==> src/rtl/rmux_pkg.sv <==
package rmux_pkg;
  localparam int RM_FLAT  = 0;
  localparam int RM_STACK = 1;
  localparam int RM_TREE  = 2;

  function automatic int pow_i(input int b, input int e);
    int r = 1;
    for (int i = 0; i < e; i++) r = r * b;
    return r;
  endfunction

  function automatic int clog2_i(input int n);
    int r = 0;
    while ((1 << r) < n) r++;
    return r;
  endfunction

  function automatic bit is_tree(input int n, input int st);
    return (n == 2) || (st == RM_TREE);
  endfunction

  function automatic int branch_w(input int n, input int st, input int lv);
    int k;
    if (is_tree(n, st)) return 2;
    if (st == RM_FLAT || lv == 1) return n;
    if (lv == 2) begin
      k = 1;
      while (k * k < n) k++;
      return k;
    end
    k = 2;
    while (pow_i(k, lv) < n) k++;
    return k;
  endfunction

  function automatic int stage_cnt(input int n, input int st, input int lv);
    if (is_tree(n, st)) return clog2_i(n);
    if (st == RM_FLAT) return 1;
    return lv;
  endfunction

  function automatic int cfg_w(input int n, input int st, input int lv);
    if (is_tree(n, st)) return clog2_i(n);
    return branch_w(n, st, lv) * stage_cnt(n, st, lv);
  endfunction
endpackage

==> src/rtl/rmux_onehot_stage.sv <==
module rmux_onehot_stage #(
  parameter int K  = 3,
  parameter int NB = 1
) (
  input  logic [NB*K-1:0] in_i,
  input  logic [K-1:0]    sel_i,
  output logic [NB-1:0]   out_o,
  output logic            err_o
);
  always_comb begin
    err_o = ($countones(sel_i) != 1);
    for (int b = 0; b < NB; b++)
      out_o[b] = err_o ? 1'b0 : |(in_i[b*K +: K] & sel_i);
  end

  always_comb begin
    for (int b = 0; b < NB; b++) begin

      if (out_o[b]) oh_src_chk: assert (|in_i[b*K +: K])
        else $error("branch output high with all inputs low");
    end
  end
endmodule

==> src/rtl/rmux_pair_stage.sv <==
module rmux_pair_stage #(
  parameter int NB = 1
) (
  input  logic [NB*2-1:0] in_i,
  input  logic            sel_i,
  output logic [NB-1:0]   out_o
);
  always_comb begin
    for (int b = 0; b < NB; b++)
      out_o[b] = sel_i ? in_i[2*b] : in_i[2*b+1];
  end

  always_comb begin
    for (int b = 0; b < NB; b++) begin

      pair_pick_chk: assert (out_o[b] == in_i[2*b] || out_o[b] == in_i[2*b+1])
        else $error("pair output matches neither input");
    end
  end
endmodule

==> src/rtl/routing_mux.sv <==
module routing_mux #(
  parameter int N      = 5,
  parameter int STRUCT = rmux_pkg::RM_STACK,
  parameter int LEVELS = 2
) (
  input  logic [N-1:0]                                  data_i,
  input  logic [rmux_pkg::cfg_w(N, STRUCT, LEVELS)-1:0] cfg_i,
  output logic                                          data_o,
  output logic                                          cfg_err_o
);
  import rmux_pkg::*;

  localparam bit TREE   = is_tree(N, STRUCT);
  localparam int K      = branch_w(N, STRUCT, LEVELS);
  localparam int LV     = stage_cnt(N, STRUCT, LEVELS);
  localparam int LEAVES = pow_i(K, LV);

  if (K < 2 || LV < 1) begin : g_bad_cfg
    $error("routing_mux: branch width below 2 is illegal");
  end

  logic [LEAVES-1:0] leaf_w;
  assign leaf_w = LEAVES'(data_i);  // spare leaves tied low

  for (genvar s = 0; s < LV; s++) begin : g_st
    localparam int W  = pow_i(K, LV - s);
    localparam int NB = W / K;
    logic [W-1:0]  src;
    logic [NB-1:0] nxt;
    logic          err_acc;

    if (s == 0) begin : g_first
      assign src = leaf_w;
    end else begin : g_chain
      assign src = g_st[s-1].nxt;
    end

    if (TREE) begin : g_pair
      rmux_pair_stage #(.NB(NB)) u_stage (
        .in_i (src),
        .sel_i(cfg_i[s]),
        .out_o(nxt)
      );
      if (s == 0) begin : g_e0
        assign err_acc = 1'b0;
      end else begin : g_en
        assign err_acc = g_st[s-1].err_acc;
      end
    end else begin : g_oh
      logic st_err;
      rmux_onehot_stage #(.K(K), .NB(NB)) u_stage (
        .in_i (src),
        .sel_i(cfg_i[s*K +: K]),
        .out_o(nxt),
        .err_o(st_err)
      );
      if (s == 0) begin : g_e0
        assign err_acc = st_err;
      end else begin : g_en
        assign err_acc = st_err | g_st[s-1].err_acc;
      end
    end
  end

  assign data_o    = g_st[LV-1].nxt[0];
  assign cfg_err_o = g_st[LV-1].err_acc;

  always_comb begin

    if (cfg_err_o) err_quiet_chk: assert (!data_o)
      else $error("output high while select field is bad");

    if (TREE) tree_no_err_chk: assert (!cfg_err_o)
      else $error("tree form raised select error");

    if (data_i == '0) zero_in_chk: assert (!data_o)
      else $error("output high with all inputs low");
  end
endmodule

==> config.mk <==
export PLATFORM = sky130hd
export DESIGN_NAME = routing_mux
export DESIGN_NICKNAME = d
export VERILOG_FILES = /design/src/rtl/rmux_pkg.sv /design/src/rtl/rmux_onehot_stage.sv /design/src/rtl/rmux_pair_stage.sv /design/src/rtl/routing_mux.sv
export SDC_FILE = /design/constraint.sdc
export NUM_CORES = 1
export LEC_CHECK = 0
export BUFFER_PORTS_ARGS = -buffer_cell sky130_fd_sc_hd__buf_2
export CAP_MARGIN = 10
export CORE_AREA = 5 5 42 44
export DETAILED_ROUTE_END_ITERATION = 6
export DIE_AREA = 0 0 47 49
export GPL_ROUTABILITY_DRIVEN = 0
export PLACE_DENSITY = 0.36
export SLEW_MARGIN = 20
export SYNTH_ARGS = -nofsm -noshare
export SYNTH_HDL_FRONTEND = slang
export SYNTH_SLANG_ARGS = --single-unit
==> constraint.sdc <==
create_clock -name vclk -period 1.1
set_input_delay 0.055 -clock vclk [all_inputs]
set_output_delay 0.055 -clock vclk [all_outputs]
set_load 0.05 [all_outputs]
==> summary.txt, run 1 <==
full die area -> 2300 um^2
area delta synth->final -> 135%
share of final-layout standard cells stronger than drive strength 1 -> 0.769
top post-synthesis cells by area -> sky130_fd_sc_hd__ha_1 41%, sky130_fd_sc_hd__fa_1 22%, sky130_fd_sc_hd__inv_1 12%, sky130_fd_sc_hd__a222oi_1 5.4%, sky130_fd_sc_hd__nor4b_1 4.8%
cell taking the most area after synthesis -> sky130_fd_sc_hd__ha_1
post-synthesis instance total -> 20
Antenna Nets Post-Route -> 0
pin count of the biggest net entering global routing -> 4
worst hold path class -> input pin to output port
Post-Syn Area -> 184 um^2
Slew Viols, Final -> 0
Initial DRT Pass Iterations -> 4
average wire length per cell after detail routing -> 11.0 um
setup slack at placement -> -0.533 ns
sequential-to-total area share from yosys stat -> 0
FF+latch count -> 0
number of global-route vias before repair -> 241
Synth Area per Inst -> 9.20 um^2
total of max-cap violations -> 0
fill cell instance count of the final layout -> 152
I/O Buffers -> 13
Detailed Route Iter0 Violations -> 3
Final Critical Period -> 1.47 ns
number of unique standard cell types used by synthesis -> 9
Setup WS post-layout -> -0.365 ns
Cell Int Power -> 0.0000920 W
power density relative to cell area -> 374 nW/um^2
Syn. warnings -> 0
IR drop worst, VDD -> 0.165 mV
outcome -> finished, violations left
Fin. Hold Viols -> 0
failing checks -> negative setup slack
global-route total usage across every layer -> 0.0520
area fraction of the dominant cell type after synthesis -> 0.408
routed wire length -> 606 um
power spent charging and discharging nets -> 0.0000693 W
net count after synthesis -> 39
destination of the critical timing path -> data_o
list of most frequent post-synthesis cells -> 6 x sky130_fd_sc_hd__ha_1, 6 x sky130_fd_sc_hd__inv_1, 2 x sky130_fd_sc_hd__fa_1
relative slew slack -> 0.782
worst-path maximum fanout -> 2
sequential group share of total power -> 0
total number of vias -> 222
Sw Share -> 0.430
path type of the worst setup path -> input pin to output port
leakage power -> 0.206 nW
number of antenna diodes -> 0
critical path buffer and inverter count -> 3
Clk pwr share -> 0
Horiz. Die Dim -> 47 um
io pins -> 13
worst endpoint data arrival time -> 1.41 ns
sum of internal, switching and leakage power -> 0.000161 W
total gr overflow -> 0
hold_ws -> 0.691 ns
CP startpoint kind -> input pin
die height -> 49 um
Critical Path Start -> cfg_i[2]
effective utilization at floorplan -> 0.131
capturing element type of the critical path -> output port
Post-Route Utilization -> 0.308
first-pass GRT wire length -> 979 um
CP Depth -> 7
sequence of cells on the critical path -> buf_8 > inv_4 > fa_1 > nor4b_4 > nand3b_1 > nor2b_4 > buf_8
Placement Cell Area -> 358 um^2
CP max stage cell -> sky130_fd_sc_hd__fa_1
Register Area -> 0 um^2
Residual DRC -> 0
core area -> 1400 um^2
cell repeated most along the worst path -> sky130_fd_sc_hd__buf_8
CP max stage delay -> 0.51 ns
RSZ-0062 raised after global routing -> yes
required arrival time at the worst endpoint -> 1.04 ns
nets@finish -> 60
via density per instance -> 4.04
maximum achievable frequency -> 682 MHz
number of setup violations in the final report -> 2
post-DP HPWL -> 555 um
antenna violations before repair -> 0
pin slew with the least headroom to its limit -> 0.327 ns
final worst-path cycle share -> 1.33
final non-filler cell area -> 432 um^2
number of hold buffers added after cts -> 0
part of the power in combinational logic -> 1.000
dominant delay contributor by cell family on the critical path -> simple AND/OR/NAND/NOR gates
Core Rows -> 14
CLK BUF -> 0
-- metrics by stage --
step / TNS [ns] / std cells
floorplan: -0.988 / 20
global placement: -0.848 / 54
detailed placement: -0.926 / 54
CTS: -0.719 / 55
global route: -0.819 / 55
finish: -0.681 / 55
-- power groups by stage --
stage	Clock, W	Combinational (W)	Sequential (W)
3_5_place_dp	0	0.000126	0
3_3_place_gp	0	0.000119	0
5_1_grt	0	0.000175	0
4_1_cts	0	0.000155	0
2_1_floorplan	0	0.0000693	0
6_report	0	0.000161	0
-- worst min-delay path by stage --
stage / start / endpoint / slack [ns] / cells past startpoint
2_1_floorplan: cfg_i[3] / data_o / 0.42 / 3
3_3_place_gp: data_i[4] / data_o / 0.78 / 5
3_5_place_dp: data_i[4] / data_o / 0.79 / 5
4_1_cts: data_i[4] / data_o / 0.74 / 5
5_1_grt: cfg_i[3] / data_o / 0.71 / 6
6_report: cfg_i[3] / data_o / 0.69 / 6
-- cells by family (layout without fill, tap and decap cells) --
logic type / count (synthesis) / after routing / share of synthesized area
AO/OA/AOI/OAI: 3 / 3 / 0.129
adder cells (fa/ha/maj): 8 / 8 / 0.626
buffers and inverters: 6 / 25 / 0.122
AND/OR/NAND/NOR: 3 / 3 / 0.122
-- what timing repair did --
item	4_1_cts	5_1_grt
pin swaps	5	3
gates resized for setup	16	6
setup endpoints to repair	2	2
gates cloned	0	0
setup buffers	1	0
-- layer usage --
| metal | vias to the layer above | part of all wire | GRT usage |
|---|---|---|---|
| li1 | 105 | - | - |
| met1 | 104 | 0.41 | 0.0590 |
| met2 | 13 | 0.47 | 0.0973 |
| met3 | 0 | 0.12 | 0.0148 |
| met4 | 0 | 0 | 0 |
| met5 | - | 0 | 0 |
-- cell type report --
cell class | count | area [um^2] | share of cell area
Multi-Input combinational cell | 14 | 221 | 0.513
Timing Repair Buffer | 19 | 165 | 0.383
Tap cell | 16 | 20.0 | 0.0464
Inverter | 6 | 25.0 | 0.0580
-- tightest hold or removal path, stage by stage --
cell,delay (ns)
sky130_fd_sc_hd__buf_6,0.10
sky130_fd_sc_hd__inv_2,0.06
sky130_fd_sc_hd__buf_4,0.09
sky130_fd_sc_hd__o22ai_1,0.06
sky130_fd_sc_hd__nor2b_4,0.13
sky130_fd_sc_hd__buf_8,0.14
-- cell usage in the layout (no fill, tap or decap) --
cell	n
sky130_fd_sc_hd__buf_4	6
sky130_fd_sc_hd__inv_2	5
sky130_fd_sc_hd__nor4b_4	1
sky130_fd_sc_hd__a222oi_1	1
sky130_fd_sc_hd__nand3b_1	1
sky130_fd_sc_hd__buf_6	4
sky130_fd_sc_hd__ha_1	3
sky130_fd_sc_hd__nor2b_4	1
sky130_fd_sc_hd__a22oi_1	1
sky130_fd_sc_hd__buf_8	3
sky130_fd_sc_hd__fa_1	2
sky130_fd_sc_hd__o22ai_1	1
sky130_fd_sc_hd__ha_4	3
sky130_fd_sc_hd__inv_4	1
sky130_fd_sc_hd__buf_2	6
No activity file was read; power rests on OpenSTA's default activity.
==> inputs of run 2 (changes only) <==
- ABC_CLOCK_PERIOD_IN_PS: default -> 1100
- BUFFER_PORTS_ARGS: -buffer_cell sky130_fd_sc_hd__buf_2 -> -buffer_cell sky130_fd_sc_hd__clkbuf_2
==> summary.txt, run 2 (synthesis results as in run 1) <==
outcome -> finished, violations left
failing checks -> negative setup slack
pin count of the biggest net entering global routing -> 5 (+1)
Clk pwr share -> 0 (unchanged)
power spent charging and discharging nets -> 0.0000654 W (-5.6%)
met1 layer usage reported by global route -> 0.0656 (+0.00669)
core area -> 1400 um^2 (unchanged)
part of the power in combinational logic -> 1.000 (about the same)
Fin Setup TNS -> -0.676 ns (+0.00526 ns)
CP max stage cell -> sky130_fd_sc_hd__nor4b_4
share of final-layout standard cells stronger than drive strength 1 -> 0.667 (-0.103)
most congested layer reported by global routing -> met2
number of global-route vias before repair -> 224 (-7.1%)
commonest non-fill, non-tap cell in the layout -> sky130_fd_sc_hd__clkbuf_2
cell repeated most along the worst path -> sky130_fd_sc_hd__ha_4
maximum achievable frequency -> 684 MHz (+0.30%)
number of hold buffers added after cts -> 0 (unchanged)
critical path buffer and inverter count -> 2 (-1)
Register Area -> 0 um^2 (unchanged)
IR drop worst, VDD -> 0.121 mV (-27%)
global-route total usage across every layer -> 0.0478 (-0.00418)
CLK BUF -> 0 (unchanged)
setup slack at placement -> -0.449 ns (+0.0836 ns)
pin slew with the least headroom to its limit -> 0.337 ns (+0.0109 ns)
average wire length per cell after detail routing -> 10.5 um (-4.4%)
met2 Usage GRT -> 0.0837 (-0.0136)
die height -> 49 um (unchanged)
Fin. Hold Viols -> 0 (unchanged)
worst endpoint data arrival time -> 1.41 ns (about the same)
Sw Share -> 0.455 (+0.0256)
post-DP HPWL -> 544 um (-2.0%)
Cell Int Power -> 0.0000783 W (-15%)
via density per instance -> 3.96 (-1.9%)
first-pass GRT wire length -> 869 um (-11%)
Initial DRT Pass Iterations -> 4 (unchanged)
sum of internal, switching and leakage power -> 0.000144 W (-11%)
required arrival time at the worst endpoint -> 1.04 ns (about the same)
worst hold path class -> input pin to output port
number of setup violations in the final report -> 2 (unchanged)
Residual DRC -> 0 (unchanged)
Post-Route Utilization -> 0.281 (-0.0268)
CP max stage delay -> 0.25 ns (-0.26 ns)
area delta synth->final -> 114%
count of buffers added by post-CTS timing repair for setup -> 0 (-1)
total number of vias -> 206 (-7.2%)
leakage power -> 0.193 nW (-6.5%)
capturing element type of the critical path -> output port
total gr overflow -> 0 (unchanged)
number of antenna diodes -> 0 (unchanged)
FF+latch count -> 0 (unchanged)
sequence of cells on the critical path -> buf_8 > ha_4 > ha_4 > ha_4 > nor4b_4 > nand3b_1 > nor2b_4 > buf_12
final worst-path cycle share -> 1.33 (-0.00402)
routed wire length -> 548 um (-9.6%)
total of max-cap violations -> 0 (unchanged)
Detailed Route Iter0 Violations -> 4 (+1)
worst-path maximum fanout -> 3 (+1)
CP startpoint kind -> input pin
io pins -> 13 (unchanged)
sequential group share of total power -> 0 (unchanged)
Core Rows -> 14 (unchanged)
GRT met3 Usage -> 0.00369 (-0.0111)
RSZ-0062 raised after global routing -> yes
Setup WS post-layout -> -0.361 ns (+0.00442 ns)
power density relative to cell area -> 364 nW/um^2 (-2.4%)
effective utilization at floorplan -> 0.131 (unchanged)
I/O Buffers -> 13 (unchanged)
path type of the worst setup path -> input pin to output port
hold_ws -> 0.716 ns (+0.0248 ns)
dominant delay contributor by cell family on the critical path -> simple AND/OR/NAND/NOR gates
antenna violations before repair -> 0 (unchanged)
nets@finish -> 57 (-5.0%)
full die area -> 2300 um^2 (unchanged)
Slew Viols, Final -> 0 (unchanged)
relative slew slack -> 0.775 (-0.00725)
Horiz. Die Dim -> 47 um (unchanged)
Antenna Nets Post-Route -> 0 (unchanged)
Final Critical Period -> 1.46 ns (-0.00442 ns)
[run 2: cell types whose count changed in the layout (fill, tap and decap cells not counted), sizes merged]
cell	delta
buf	-13
clkbuf	+10
[run 2: metrics by stage]
stage                     cell area (um^2)  cells
final                                  394     52
after detailed placement               358     52
after CTS                              380     52
after floorplan                        235     20
after global routing                   394     52
after global placement                 358     52
[run 2: power by group through the flow]
stage / sequential, W / combinational [W] / clock (W)
final: 0 / 0.000144 / 0
after global routing: 0 / 0.000158 / 0
after CTS: 0 / 0.000135 / 0
after detailed placement: 0 / 0.000125 / 0
after global placement: 0 / 0.000120 / 0
after floorplan: 0 / 0.0000693 / 0
[run 2: final timing paths]
check                      from  endpoint  slack, ns  cells past startpoint
worst max-delay path   cfg_i[1]    data_o      -0.36                      8
worst min-delay path  data_i[4]    data_o       0.72                      5
[run 2: repair_timing]
action | in CTS | in global routing
pin swaps | 4 | 6
setup endpoints to repair | 2 | 2
hold endpoints to repair | 0 | 0
gates resized for setup | 6 | 5
[run 2: layout make-up]
| type | instances | area, um^2 |
|---|---|---|
| Inverter | 6 | 22.5 |
| Fill cell | 156 | 1010 |
| Tap cell | 16 | 20.0 |
| Timing Repair Buffer | 16 | 130 |
| Multi-Input combinational cell | 14 | 221 |
[run 2: layer usage]
layer,part of all wire,routed length (um)
met4,0,0
met3,0.16,88
met2,0.46,250
met1,0.38,210
met5,0,0
==> inputs of run 3 (changes only) <==
- ABC_CLOCK_PERIOD_IN_PS: 1100 -> 1800
- PLACE_DENSITY: 0.36 -> 0.35
- clock period: 1.1 -> 1.8 ns (I/O delays scaled with it)
==> summary.txt, run 3 (synthesis results as in run 1) <==
pin slew with the least headroom to its limit -> 0.371 ns (+0.0337 ns)
most frequent cells in the layout -> 12 x sky130_fd_sc_hd__clkbuf_2, 6 x sky130_fd_sc_hd__inv_1, 3 x sky130_fd_sc_hd__ha_1, 3 x sky130_fd_sc_hd__ha_4, 2 x sky130_fd_sc_hd__fa_1
Core Rows -> 14 (unchanged)
cells resized by post-CTS repair -> 0 (-6)
path type of the worst setup path -> input pin to output port
final worst-path cycle share -> 0.921
Clk pwr share -> 0 (unchanged)
I/O Buffers -> 13 (unchanged)
nets@finish -> 54 (-5.3%)
die height -> 49 um (unchanged)
number of setup violations in the final report -> 0 (-2)
Initial DRT Pass Iterations -> 4 (unchanged)
Sw Share -> 0.523 (+0.0681)
relative slew slack -> 0.753 (-0.0224)
power density relative to cell area -> 206 nW/um^2 (-43%)
share of final-layout standard cells stronger than drive strength 1 -> 0.545 (-0.121)
CP startpoint kind -> input pin
Post-Route Utilization -> 0.230 (-0.0509)
final non-filler cell area -> 323 um^2 (-18%)
Horiz. Die Dim -> 47 um (unchanged)
commonest non-fill, non-tap cell in the layout -> sky130_fd_sc_hd__clkbuf_2
routed wire length -> 463 um (-16%)
part of the power in combinational logic -> 1.000 (about the same)
Final Critical Period -> 1.66 ns
global-route total usage across every layer -> 0.0450 (-0.00278)
outcome -> complete, no violations
Fin. Hold Viols -> 0 (unchanged)
total of max-cap violations -> 0 (unchanged)
power spent charging and discharging nets -> 0.0000348 W (-47%)
area delta synth->final -> 75.5%
Placement Cell Area -> 320 um^2 (-10%)
RSZ-0062 raised after global routing -> no
number of antenna diodes -> 0 (unchanged)
Residual DRC -> 0 (unchanged)
effective utilization at floorplan -> 0.131 (unchanged)
required arrival time at the worst endpoint -> 1.71 ns (+0.67 ns)
full die area -> 2300 um^2 (unchanged)
sum of internal, switching and leakage power -> 0.0000665 W (-54%)
number of global-route vias before repair -> 181 (-19%)
Register Area -> 0 um^2 (unchanged)
fill cell instance count of the final layout -> 167 (+7.1%)
Detailed Route Iter0 Violations -> 2 (-2)
CLK BUF -> 0 (unchanged)
core area -> 1400 um^2 (unchanged)
Slew Viols, Final -> 0 (unchanged)
worst hold path class -> input pin to output port
total gr overflow -> 0 (unchanged)
first-pass GRT wire length -> 821 um (-5.5%)
pin count of the biggest net entering global routing -> 5 (unchanged)
average wire length per cell after detail routing -> 9.45 um (-10%)
via density per instance -> 3.84 (-3.2%)
count of buffers added by post-CTS timing repair for setup -> 0 (unchanged)
IR drop worst, VDD -> 0.0799 mV (-34%)
io pins -> 13 (unchanged)
post-DP HPWL -> 442 um (-19%)
Cell Int Power -> 0.0000317 W (-59%)
worst endpoint data arrival time -> 1.57 ns (+0.16 ns)
Antenna Nets Post-Route -> 0 (unchanged)
worst-path maximum fanout -> 4 (+1)
total number of vias -> 188 (-8.7%)
FF+latch count -> 0 (unchanged)
sequential group share of total power -> 0 (unchanged)
maximum achievable frequency -> 603 MHz
leakage power -> 0.165 nW (-14%)
antenna violations before repair -> 0 (unchanged)
area taken by multi-input logic gates -> 213 um^2 (-4.0%)
Fin Setup TNS -> 0 ns (+0.676 ns)
number of hold buffers added after cts -> 0 (unchanged)
capturing element type of the critical path -> output port
[run 3: critical path: stages]
cell                       delay [ns]
sky130_fd_sc_hd__clkbuf_2        0.14
sky130_fd_sc_hd__inv_1           0.07
sky130_fd_sc_hd__fa_1            0.48
sky130_fd_sc_hd__nor4b_2         0.26
sky130_fd_sc_hd__nand3b_1        0.17
sky130_fd_sc_hd__nor2b_4         0.13
sky130_fd_sc_hd__clkbuf_4        0.22
[run 3: cell type report]
type | instances | share of cell area
inverter | 6 | 0.0698
multi-input combinational | 14 | 0.659
timing repair buffer | 13 | 0.209
tap | 16 | 0.0620
[run 3: worst paths after layout]
check      from     end  slack [ns]  cells after the start
min    cfg_i[3]  data_o        0.77                      5
max    cfg_i[0]  data_o        0.14                      7
[run 3: power by group through the flow]
stage,Combinational [W],Clock [W],Sequential [W]
3_5_place_dp,0.0000668,0,0
5_1_grt,0.0000748,0,0
4_1_cts,0.0000671,0,0
3_3_place_gp,0.0000656,0,0
2_1_floorplan,0.0000423,0,0
6_report,0.0000665,0,0
[run 3: through the flow]
stage / std cells / hold slack [ns] / worst slack, ns
CTS: 49 / 0.798 / 0.0884
finish: 49 / 0.768 / 0.142
floorplan: 20 / 0.489 / -0.102
global placement: 49 / 0.790 / 0.110
global route: 49 / 0.835 / 0.0267
detailed placement: 49 / 0.791 / 0.0872
[run 3: metal layers]
metal	wire, um	vias up	share of wire	global-route usage
met5	0	-	0	0
met4	0	0	0	0
met3	83	0	0.18	0.00738
met2	165	13	0.36	0.0543
met1	214	81	0.46	0.0833
li1	-	94	-	-
